==> src/rtl/feq_pkg.sv <==
package feq_pkg;
    localparam int SEQ_W = 32;
    localparam int DST_W = 2;

    typedef logic [SEQ_W-1:0] seq_t;
    typedef logic [DST_W-1:0] dst_t;

    typedef struct packed {
        seq_t seq;
        dst_t dst;
        logic ser_before;
    } slot_t;

    // a is younger than b when its stamp is larger; SEQ_W is wide enough that wrap never occurs
    function automatic logic seq_younger(input seq_t a, input seq_t b);
        return a > b;
    endfunction
endpackage

==> src/rtl/feq_store.sv <==
module feq_store
    import feq_pkg::*;
#(
    parameter int DEPTH  = 8,
    parameter int LAT    = 2,
    parameter int DATA_W = 16,
    parameter int RW     = 5
) (
    input  logic                        clk,
    input  logic                        rst,
    input  logic                        push,
    input  slot_t                       push_slot,
    input  logic [DATA_W-1:0]           push_data,
    input  logic                        pop,
    input  logic                        squash,
    input  seq_t                        squash_seq,
    output logic [$clog2(DEPTH+1)-1:0]  occ,
    output logic                        head_vis,
    output slot_t                       head_slot,
    output logic [DATA_W-1:0]           head_data,
    output logic [RW-1:0]               refund
);
    localparam int PW = $clog2(DEPTH);
    localparam int CW = $clog2(DEPTH+1);
    localparam int WW = $clog2(LAT+2);

    slot_t             slot_q [DEPTH];
    logic [DATA_W-1:0] data_q [DEPTH];
    logic [WW-1:0]     wait_q [DEPTH];
    logic [PW-1:0]     head_q;
    logic [CW-1:0]     occ_q;
    logic [CW-1:0]     keep_n;
    logic [PW-1:0]     wr_idx;
    logic [PW-1:0]     tail_idx;
    seq_t              head_seq;

    assign wr_idx    = head_q + occ_q[PW-1:0];
    assign tail_idx  = head_q + occ_q[PW-1:0] - PW'(1);
    assign occ       = occ_q;
    assign head_slot = slot_q[head_q];
    assign head_data = data_q[head_q];
    assign head_seq  = slot_q[head_q].seq;
    assign head_vis  = (occ_q != '0) && (wait_q[head_q] == '0);

    // Stamps rise from head to tail, so the survivors form a prefix from the head
    always_comb begin
        keep_n = '0;
        refund = '0;
        for (int i = 0; i < DEPTH; i++) begin
            if (CW'(i) < occ_q) begin
                if (seq_younger(slot_q[head_q + PW'(i)].seq, squash_seq))
                    refund = refund + RW'(slot_q[head_q + PW'(i)].dst);
                else
                    keep_n = keep_n + CW'(1);
            end
        end
    end

    always_ff @(posedge clk) begin
        if (rst) begin
            head_q <= '0;
            occ_q  <= '0;
            for (int i = 0; i < DEPTH; i++) wait_q[i] <= '0;
        end else begin
            for (int i = 0; i < DEPTH; i++)
                if (wait_q[i] != '0) wait_q[i] <= wait_q[i] - WW'(1);
            if (squash) begin
                occ_q <= keep_n;
            end else begin
                if (push) begin
                    slot_q[wr_idx] <= push_slot;
                    data_q[wr_idx] <= push_data;
                    wait_q[wr_idx] <= WW'(LAT);
                end
                if (pop) head_q <= head_q + PW'(1);
                occ_q <= occ_q + CW'(push) - CW'(pop);
            end
        end
    end

    p_occupancy_bound_r4: assert property (@(posedge clk) disable iff (rst)
        occ_q <= CW'(DEPTH));

    p_fifo_order_r2: assert property (@(posedge clk) disable iff (rst)
        (pop && !squash && occ_q > CW'(1)) |=> (head_seq > $past(head_seq)));

    p_squash_tail_r8: assert property (@(posedge clk) disable iff (rst)
        squash |=> ((occ_q == '0) || (slot_q[tail_idx].seq <= $past(squash_seq))));
endmodule

==> src/rtl/feq_regpool.sv <==
module feq_regpool
    import feq_pkg::*;
#(
    parameter int NUM_PREGS = 16,
    parameter int DST_MAX   = 2,
    parameter int RW        = 5
) (
    input  logic                            clk,
    input  logic                            rst,
    input  logic                            take,
    input  dst_t                            take_cnt,
    input  logic [RW-1:0]                   give,
    input  logic                            ret_valid,
    input  logic [$clog2(NUM_PREGS+1)-1:0]  ret_cnt,
    output logic [$clog2(NUM_PREGS+1)-1:0]  free,
    output logic                            stall,
    output logic                            resume
);
    localparam int FW = $clog2(NUM_PREGS+1);
    localparam int SW = ((FW > RW) ? FW : RW) + 2;

    logic [FW-1:0] free_q, free_n;
    logic [SW-1:0] sum;
    logic          resume_q;
    logic          stall_n;

    always_comb begin
        sum = SW'(free_q) + SW'(give);
        if (take)      sum = sum - SW'(take_cnt);
        if (ret_valid) sum = sum + SW'(ret_cnt);
        free_n = (sum > SW'(NUM_PREGS)) ? FW'(NUM_PREGS) : FW'(sum);
    end

    assign stall   = free_q < FW'(DST_MAX);
    assign stall_n = free_n < FW'(DST_MAX);
    assign free    = free_q;
    assign resume  = resume_q;

    always_ff @(posedge clk) begin
        if (rst) begin
            free_q   <= FW'(NUM_PREGS);
            resume_q <= 1'b0;
        end else begin
            free_q   <= free_n;
            resume_q <= stall && !stall_n;
        end
    end

    p_free_ceiling_r6: assert property (@(posedge clk) disable iff (rst)
        free_q <= FW'(NUM_PREGS));

    p_resume_edge_r7: assert property (@(posedge clk) disable iff (rst)
        resume_q |-> (!stall && $past(stall)));
endmodule

==> src/rtl/fe_inst_queue.sv <==
module fe_inst_queue
    import feq_pkg::*;
#(
    parameter int DEPTH     = 8,
    parameter int LAT       = 2,
    parameter int DATA_W    = 16,
    parameter int NUM_PREGS = 16,
    parameter int DST_MAX   = 2
) (
    input  logic                            clk,
    input  logic                            rst,
    input  logic                            in_valid,
    output logic                            in_ready,
    input  logic [DATA_W-1:0]               in_data,
    input  logic [DST_W-1:0]                in_dst,
    input  logic                            in_ser_before,
    input  logic                            in_ser_after,
    output logic [SEQ_W-1:0]                in_seq,
    output logic                            out_valid,
    input  logic                            out_ready,
    output logic [DATA_W-1:0]               out_data,
    output logic [SEQ_W-1:0]                out_seq,
    output logic [DST_W-1:0]                out_dst,
    output logic                            out_ser_before,
    input  logic                            rob_empty,
    input  logic                            squash_valid,
    input  logic [SEQ_W-1:0]                squash_seq,
    input  logic                            ret_valid,
    input  logic [$clog2(NUM_PREGS+1)-1:0]  ret_cnt,
    output logic [$clog2(NUM_PREGS+1)-1:0]  free_regs,
    output logic                            rename_stall,
    output logic                            resume,
    output logic                            full
);
    localparam int CW = $clog2(DEPTH+1);
    localparam int RW = $clog2(DEPTH*((1 << DST_W) - 1) + 1);

    seq_t              seq_q;
    logic              ser_pend_q;
    logic              accept, pop;
    slot_t             new_slot, head_slot;
    logic [CW-1:0]     occ;
    logic              head_vis;
    logic [DATA_W-1:0] head_data;
    logic [RW-1:0]     refund;

    assign full     = (occ == CW'(DEPTH));
    assign in_ready = !full && !squash_valid && !rename_stall;
    assign accept   = in_valid && in_ready;
    assign in_seq   = seq_q;

    assign new_slot.seq        = seq_q;
    assign new_slot.dst        = in_dst;
    assign new_slot.ser_before = in_ser_before | ser_pend_q;

    // Squash wins over dispatch; a go-alone head waits for the back end to drain
    assign out_valid      = head_vis && !squash_valid && (!head_slot.ser_before || rob_empty);
    assign pop            = out_valid && out_ready;
    assign out_data       = head_data;
    assign out_seq        = head_slot.seq;
    assign out_dst        = head_slot.dst;
    assign out_ser_before = head_slot.ser_before;

    always_ff @(posedge clk) begin
        if (rst) begin
            seq_q      <= '0;
            ser_pend_q <= 1'b0;
        end else if (accept) begin
            seq_q      <= seq_q + SEQ_W'(1);
            ser_pend_q <= in_ser_after;
        end
    end

    feq_store #(.DEPTH(DEPTH), .LAT(LAT), .DATA_W(DATA_W), .RW(RW)) u_store (
        .clk        (clk),
        .rst        (rst),
        .push       (accept),
        .push_slot  (new_slot),
        .push_data  (in_data),
        .pop        (pop),
        .squash     (squash_valid),
        .squash_seq (squash_seq),
        .occ        (occ),
        .head_vis   (head_vis),
        .head_slot  (head_slot),
        .head_data  (head_data),
        .refund     (refund)
    );

    feq_regpool #(.NUM_PREGS(NUM_PREGS), .DST_MAX(DST_MAX), .RW(RW)) u_pool (
        .clk       (clk),
        .rst       (rst),
        .take      (accept),
        .take_cnt  (in_dst),
        .give      (squash_valid ? refund : '0),
        .ret_valid (ret_valid),
        .ret_cnt   (ret_cnt),
        .free      (free_regs),
        .stall     (rename_stall),
        .resume    (resume)
    );

    p_ser_gate_r11: assert property (@(posedge clk) disable iff (rst)
        (out_valid && out_ser_before) |-> rob_empty);
endmodule

==> config.mk <==
export PLATFORM = sky130hd
export DESIGN_NAME = fe_inst_queue
export DESIGN_NICKNAME = d
export VERILOG_FILES = /design/src/rtl/feq_pkg.sv /design/src/rtl/feq_store.sv /design/src/rtl/feq_regpool.sv /design/src/rtl/fe_inst_queue.sv
export SDC_FILE = /design/constraint.sdc
export NUM_CORES = 1
export LEC_CHECK = 0
export CAP_MARGIN = 20
export CORE_ASPECT_RATIO = 2
export CORE_MARGIN = 2
export CORE_UTILIZATION = 60
export DETAILED_ROUTE_END_ITERATION = 10
export DONT_BUFFER_PORTS = 1
export PLACE_DENSITY = 0.76
export SLEW_MARGIN = 30
export SYNTH_ARGS = -nofsm -noshare
export SYNTH_HDL_FRONTEND = slang
export SYNTH_SLANG_ARGS = --single-unit
==> constraint.sdc <==
create_clock -name clk -period 14.5 [get_ports clk]
set_input_delay 0.725 -clock clk [delete_from_list [all_inputs] [get_ports clk]]
set_output_delay 0.725 -clock clk [all_outputs]
set_load 0.02 [all_outputs]
==> flow_summary.ini, run 1 <==
[pwr]
intPower_mw = 3.05
ir_drop_v = 0.000177
p_total_mw = 4.74
p_clk_frac = 0.258
p_leak_nw = 14.3
switching_power_mw = 1.69
seqPwrFrac = 0.337
p_per_area_nw_per_um2 = 124
power_frac_comb = 0.405
swShare = 0.356

[logic_synthesis]
syn-instance-count = 2896
syn_area_um2 = 35800
syn_avg_cell_area_um2 = 12.4
synthFlopType = edfxtp_1
syn_nets = 3279
ys_warn_count = 0
synthArstFlopShare = 0
synth_edf_count = 408
synth-seq-cells = 473
ys_seq_area_frac = 0.378
ys_types = 83

[finish]
syn2layout_area_growth_pct = 6.28
nFillCells = 4303
antennaDiodeCount = 0
nNetsFinal = 3189
final_cell_count_no_fill = 3610
drive_above_1_share = 0.240

[floorplan]
rows = 126
die_width_um = 177
core_area_um2 = 59100
initial_utilization = 0.606
die_area_um2 = 61800
die_y_um = 350
io_pins = 157

[setup_path]
slowest_delay_ns = 0.86
end_kind = flop
cp.required_ns = 15.01
cp-start-kind = flop
timing.rr.end = u_pool.free[2]
slowest_stage = ha_4
reg2reg_depth = 47
crit_arrival_ns = 14.03
critPathKind = reg2reg
r2r_start = u_store.head_q[0]
r2r_slack_ns = 0.98
crit_path_max_fanout = 51

[job]
max-cap-violations = 0

[sta]
clock_skew_ns = 0.0424
fin_crit_sh = 0.932
max_slew_margin = 0.204
tightest_slew_ns = 1.18
finalHoldWorstSlack_ns = 0.203
final_hold_viol_count = 0
rsz0062_at_grt = no
setup_viol = 0
tns_ns = 0
min_period_ns = 13.52
fmax_mhz = 74.0
drv_slew = 0

[route]
via_per_inst = 7.21
drc = 0
wirelength_mm = 110
drtPass1Iterations = 6
drtAntennaViolNets = 0
wl_per_cell_um = 30.5
drt_iter0_drc = 2904
num_vias = 26000

[global_routing]
antenna_found_initial = 0
grt_pass1_wl_mm = 163
overflow = 0
grt_pass1_vias = 26400
grt_use_total = 0.360
grt_max_degree = 141

[place]
dp.cells = 3528
dp_hpwl_mm = 78.4
io_buffers = 0
gp_congestion = 0.998

[worst_hold_path]
holdPathEnd = u_store.occ[2]
hold_depth = 1
worstHoldStart = rst
hold_class = in2reg

[outcome]
status = completed

[clock_tree]
clk_latency_ns = 0.61
numCtsBuffers = 44
clock_sinks = 473
ctsResizeCount = 0
cts.reportedPaths.clkPinSlew_ns = 0.07
cts_max_level = 2
cts_max_path_buffers = 3
root_buffer = clkbuf_16
cts_hold_buf = 0
cts_tree = yes
postCtsSetupBuffers = 0
==> registers in the layout, summed over array words and instances, names as in the netlist, named ones only <==
| signal | cells |
|---|---|
| u_store.occ | 4 |
| u_store.slot_q | 280 |
| u_store.wait_q | 16 |
| u_pool.free | 5 |
| u_pool.resume | 1 |
| u_store.data_q | 128 |
| ser_pend_q | 1 |
| in_seq | 32 |
| u_store.head_q | 3 |
==> power by group through the flow <==
| stage | combinational (mW) | sequential, mW | clock, mW |
|---|---|---|---|
| floorplan | 1.46 | 1.60 | 0 |
| global placement | 1.82 | 1.62 | 0 |
| detailed placement | 1.89 | 1.62 | 0 |
| CTS | 1.90 | 1.60 | 1.23 |
| global route | 2.10 | 1.60 | 1.28 |
| finish | 1.92 | 1.60 | 1.22 |
==> cells by family after synthesis <==
family | after synthesis | share of synthesized area
xor gates and xnor gates | 72 | 0.0194
DFF | 473 | 0.378
adders and majority gates | 319 | 0.114
buffers and inverters | 266 | 0.0312
AOI/OAI and AO/OA | 366 | 0.0646
and+or+nand+nor | 858 | 0.105
muxes | 542 | 0.287
==> Yosys cell counts, types with 9 or more instances <==
master / instances / area [um2]
a211o_1: 9 / 78.8
a211oi_1: 18 / 135
a21o_1: 25 / 188
a21oi_1: 135 / 676
a31oi_1: 9 / 56.3
and3_1: 19 / 119
buf_1: 41 / 154
buf_4: 32 / 240
clkbuf_1: 105 / 394
dfxtp_1: 65 / 1300
edfxtp_1: 408 / 12300
fa_1: 12 / 240
ha_1: 307 / 3840
inv_1: 87 / 327
mux2_2: 152 / 1710
mux2i_1: 16 / 160
mux4_2: 374 / 8420
nand2_1: 511 / 1920
nand3_1: 35 / 175
nand4_1: 55 / 344
nor2_1: 114 / 428
nor2b_1: 13 / 81.3
nor3_1: 37 / 185
nor4_1: 13 / 81.3
o211ai_1: 17 / 128
o21a_1: 15 / 113
o21ai_0: 75 / 375
or3_1: 14 / 87.6
xnor2_1: 29 / 254
xor2_1: 38 / 333
==> final cells by class <==
cell class                      count  area, um2  share of cell area
Timing Repair Buffer               43        400              0.0105
Multi-Input combinational cell   2157      21300               0.559
Clock buffer                       52       1180              0.0311
Sequential cell                   473      13600               0.356
Tap cell                          768        961              0.0252
Clock inverter                     30        344             0.00903
Inverter                           87        327             0.00857
==> layout by cell type (no fill, tap or decap), types with 6 or more instances in the layout <==
| cell type | count |
|---|---|
| inv_1 | 87 |
| o211ai_1 | 17 |
| o21ai_0 | 75 |
| and2_1 | 7 |
| mux2_2 | 152 |
| nor4_1 | 11 |
| nor2_4 | 6 |
| a31oi_1 | 9 |
| o21a_1 | 15 |
| a211oi_1 | 18 |
| buf_4 | 36 |
| nand3_1 | 35 |
| clkinv_2 | 7 |
| a21oi_1 | 135 |
| fa_1 | 12 |
| mux2i_1 | 16 |
| clkbuf_16 | 46 |
| and3_1 | 19 |
| o22ai_1 | 8 |
| nor2b_1 | 13 |
| nor3_1 | 37 |
| a21o_1 | 25 |
| or2_2 | 6 |
| ha_1 | 306 |
| a211o_1 | 9 |
| or3_1 | 14 |
| nand4_1 | 55 |
| xnor2_1 | 26 |
| nand2_1 | 511 |
| xor2_1 | 36 |
| nand2b_1 | 7 |
| dfxtp_1 | 59 |
| edfxtp_1 | 408 |
| nor2_1 | 108 |
| mux4_2 | 374 |
==> worst max-delay path by stage <==
stage / from / depth (start not counted) / slack, ns / endpoint
floorplan: u_store.head_q[0] / 52 / 1.65 / u_pool.free[0]
global placement: flop / 45 / 1.45 / u_pool.free[0]
detailed placement: u_store.head_q[0] / 46 / 1.04 / u_pool.free[2]
CTS: u_store.head_q[0] / 46 / 1.0 / u_pool.free[2]
global route: u_store.head_q[0] / 47 / 0.22 / u_pool.free[0]
finish: u_store.head_q[0] / 47 / 0.98 / u_pool.free[2]
==> worst max-delay path, delay by kind of cell (launching register included) <==
| family | cells | cell delay (ns) |
|---|---|---|
| fa+ha+maj | 12 | 5.70 |
| simple gates | 17 | 2.85 |
| compound gates | 11 | 2.31 |
| mux | 4 | 1.37 |
| flops | 1 | 0.60 |
| buf+inv | 3 | 0.53 |
==> stage by stage <==
| stage | util | worst slack [ns] | instance area (um2) |
|---|---|---|---|
| floorplan | - | 1.65 | 35800 |
| global placement | 0.618 | 1.45 | 36500 |
| detailed placement | 0.618 | 1.04 | 36600 |
| CTS | 0.644 | 0.998 | 38100 |
| global route | 0.644 | 0.221 | 38100 |
| finish | 0.644 | 0.983 | 38100 |
==> routing by layer <==
layer	wire length (um)	global-route usage
met3	9580	0.0816
met5	0	0
met2	55000	0.613
met1	33700	0.366
met4	11900	0.317
Note: power is estimated with default switching activity, not from simulation.
==> inputs of run 2 (changes only) <==
--- a/config.mk
+++ b/config.mk
@@ -6,7 +6,7 @@
 export NUM_CORES = 1
 export LEC_CHECK = 0
 export CAP_MARGIN = 20
-export CORE_ASPECT_RATIO = 2
+export CORE_ASPECT_RATIO = 0.6
 export CORE_MARGIN = 2
 export CORE_UTILIZATION = 60
 export DETAILED_ROUTE_END_ITERATION = 10
==> flow_summary.ini, run 2 (synthesis gave the netlist of run 1 again) <==
[outcome]
status = completed

[global_routing]
grt_pass1_wl_mm = 159
grt_use_total = 0.341
antenna_found_initial = 5
overflow = 0
grt_max_degree = 114
grt_pass1_vias = 25000

[finish]
nNetsFinal = 3189
fin_util = 0.645
largest_reg_flops = 280
syn2layout_area_growth_pct = 6.45
registers.top_by_ff_count = u_store.slot_q
stdcell_area_um2 = 38200
drive_above_1_share = 0.240
mostFrequentLayoutCell = nand2_1
final_cell_mix = nand2_1 (511), edfxtp_1 (408), mux4_2 (374)

[setup_path]
r2r_start = u_store.head_q[0]
slowest_delay_ns = 0.89
cp-start-kind = flop
crit_start = u_store.head_q[0]
crit_path_max_fanout = 52
critPathKind = reg2reg
end_kind = flop
crit_arrival_ns = 14.04
slowest_stage = ha_4
cp.required_ns = 15.04

[place]
gp_congestion = 1.03
dp_hpwl_mm = 74.2
dpl_cell_area_um2 = 36600
io_buffers = 0

[route]
drtAntennaViolNets = 0
via_per_inst = 7.28
wl_per_cell_um = 29.0
drc = 0
wirelength_mm = 105
num_vias = 26400
drt_iter0_drc = 4199
drtPass1Iterations = 6

[clock_tree]
cts_max_level = 2
root_buffer = clkbuf_16
ctsResizeCount = 0
cts_max_path_buffers = 3
cts_tree = yes
numCtsBuffers = 45
clk_latency_ns = 0.63
clock_sinks = 473
cts_hold_buf = 0
postCtsSetupBuffers = 0
cts.reportedPaths.clkPinSlew_ns = 0.07

[sta]
fmax_mhz = 74.1
setup_viol = 0
max_slew_margin = 0.269
rsz0062_at_grt = no
tightest_slew_ns = 1.09
fin_crit_sh = 0.931
clock_skew_ns = 0.0394
final_hold_viol_count = 0
min_period_ns = 13.50
tns_ns = 0
drv_slew = 0

[pwr]
p_per_area_nw_per_um2 = 124
p_leak_nw = 14.3
ir_drop_v = 0.000109

[floorplan]
io_pins = 157
die_area_um2 = 61800
die_y_um = 193
core_area_um2 = 59100
initial_utilization = 0.606
rows = 69
die_width_um = 320

[worst_hold_path]
hold_class = in2reg
worstHoldStart = rst

[job]
max-cap-violations = 0
## run 2: cell types whose count changed in the layout (fill, tap and decap cells not counted), moves of 2 or more
cell,previous run,this run
clkbuf_1,5,7
buf_4,36,29
clkinv_4,4,2
inv_8,3,0
clkinv_2,7,9
buf_6,2,8
clkbuf_8,1,4
## run 2: metal layers
layer	track usage	routed length (um)	vias up
met4	0.0881	2780	4
met1	0.519	42700	13200
met5	0	34	-
met2	0.477	44000	1856
met3	0.107	15600	166
li1	-	-	11100
## run 2: stage by stage
step	setup WS [ns]	power [mW]	std cells	hold slack, ns
2_1_floorplan	1.65	3.06	2896	0.432
3_3_place_gp	1.63	3.41	3539	0.489
3_5_place_dp	1.23	3.48	3540	0.490
4_1_cts	1.17	4.72	3624	0.168
5_1_grt	0.180	5.00	3625	0.180
6_report	0.997	4.73	3625	0.194
## run 2: critical path: cells and delay by family, from the launching register on
| family | cells | cell delay [ns] |
|---|---|---|
| buffers and inverters | 3 | 0.62 |
| multiplexers | 4 | 1.33 |
| adder cells (fa/ha/maj) | 12 | 5.66 |
| AND/OR/NAND/NOR | 17 | 2.78 |
| flip-flops | 1 | 0.55 |
| AO/OA/AOI/OAI | 11 | 2.43 |
## run 2: final timing paths
kind | end | slack (ns) | cells after the start
setup reg to reg | u_pool.free[1] | 1.0 | 47
setup / recovery | u_pool.free[1] | 1.0 | 47
hold / removal | u_pool.resume | 0.19 | 1
hold reg to reg | ser_pend_q | 0.49 | 2
## run 2: cell type report
class / instances / area (um2)
inverter: 87 / 327
sequential: 473 / 13600
fill: 4297 / 21000
timing repair buffer: 42 / 415
multi-input combinational: 2157 / 21300
clock inverter: 26 / 284
tap: 781 / 977
antenna: 1 / 2.50
clock buffer: 58 / 1260
## run 2: power by group
part	internal, mW	switching [mW]	leakage (nW)
Combinational	0.834	1.06	8.94
Sequential	1.53	0.0762	4.63
Clock	0.693	0.540	0.754
Total	3.06	1.67	14.3
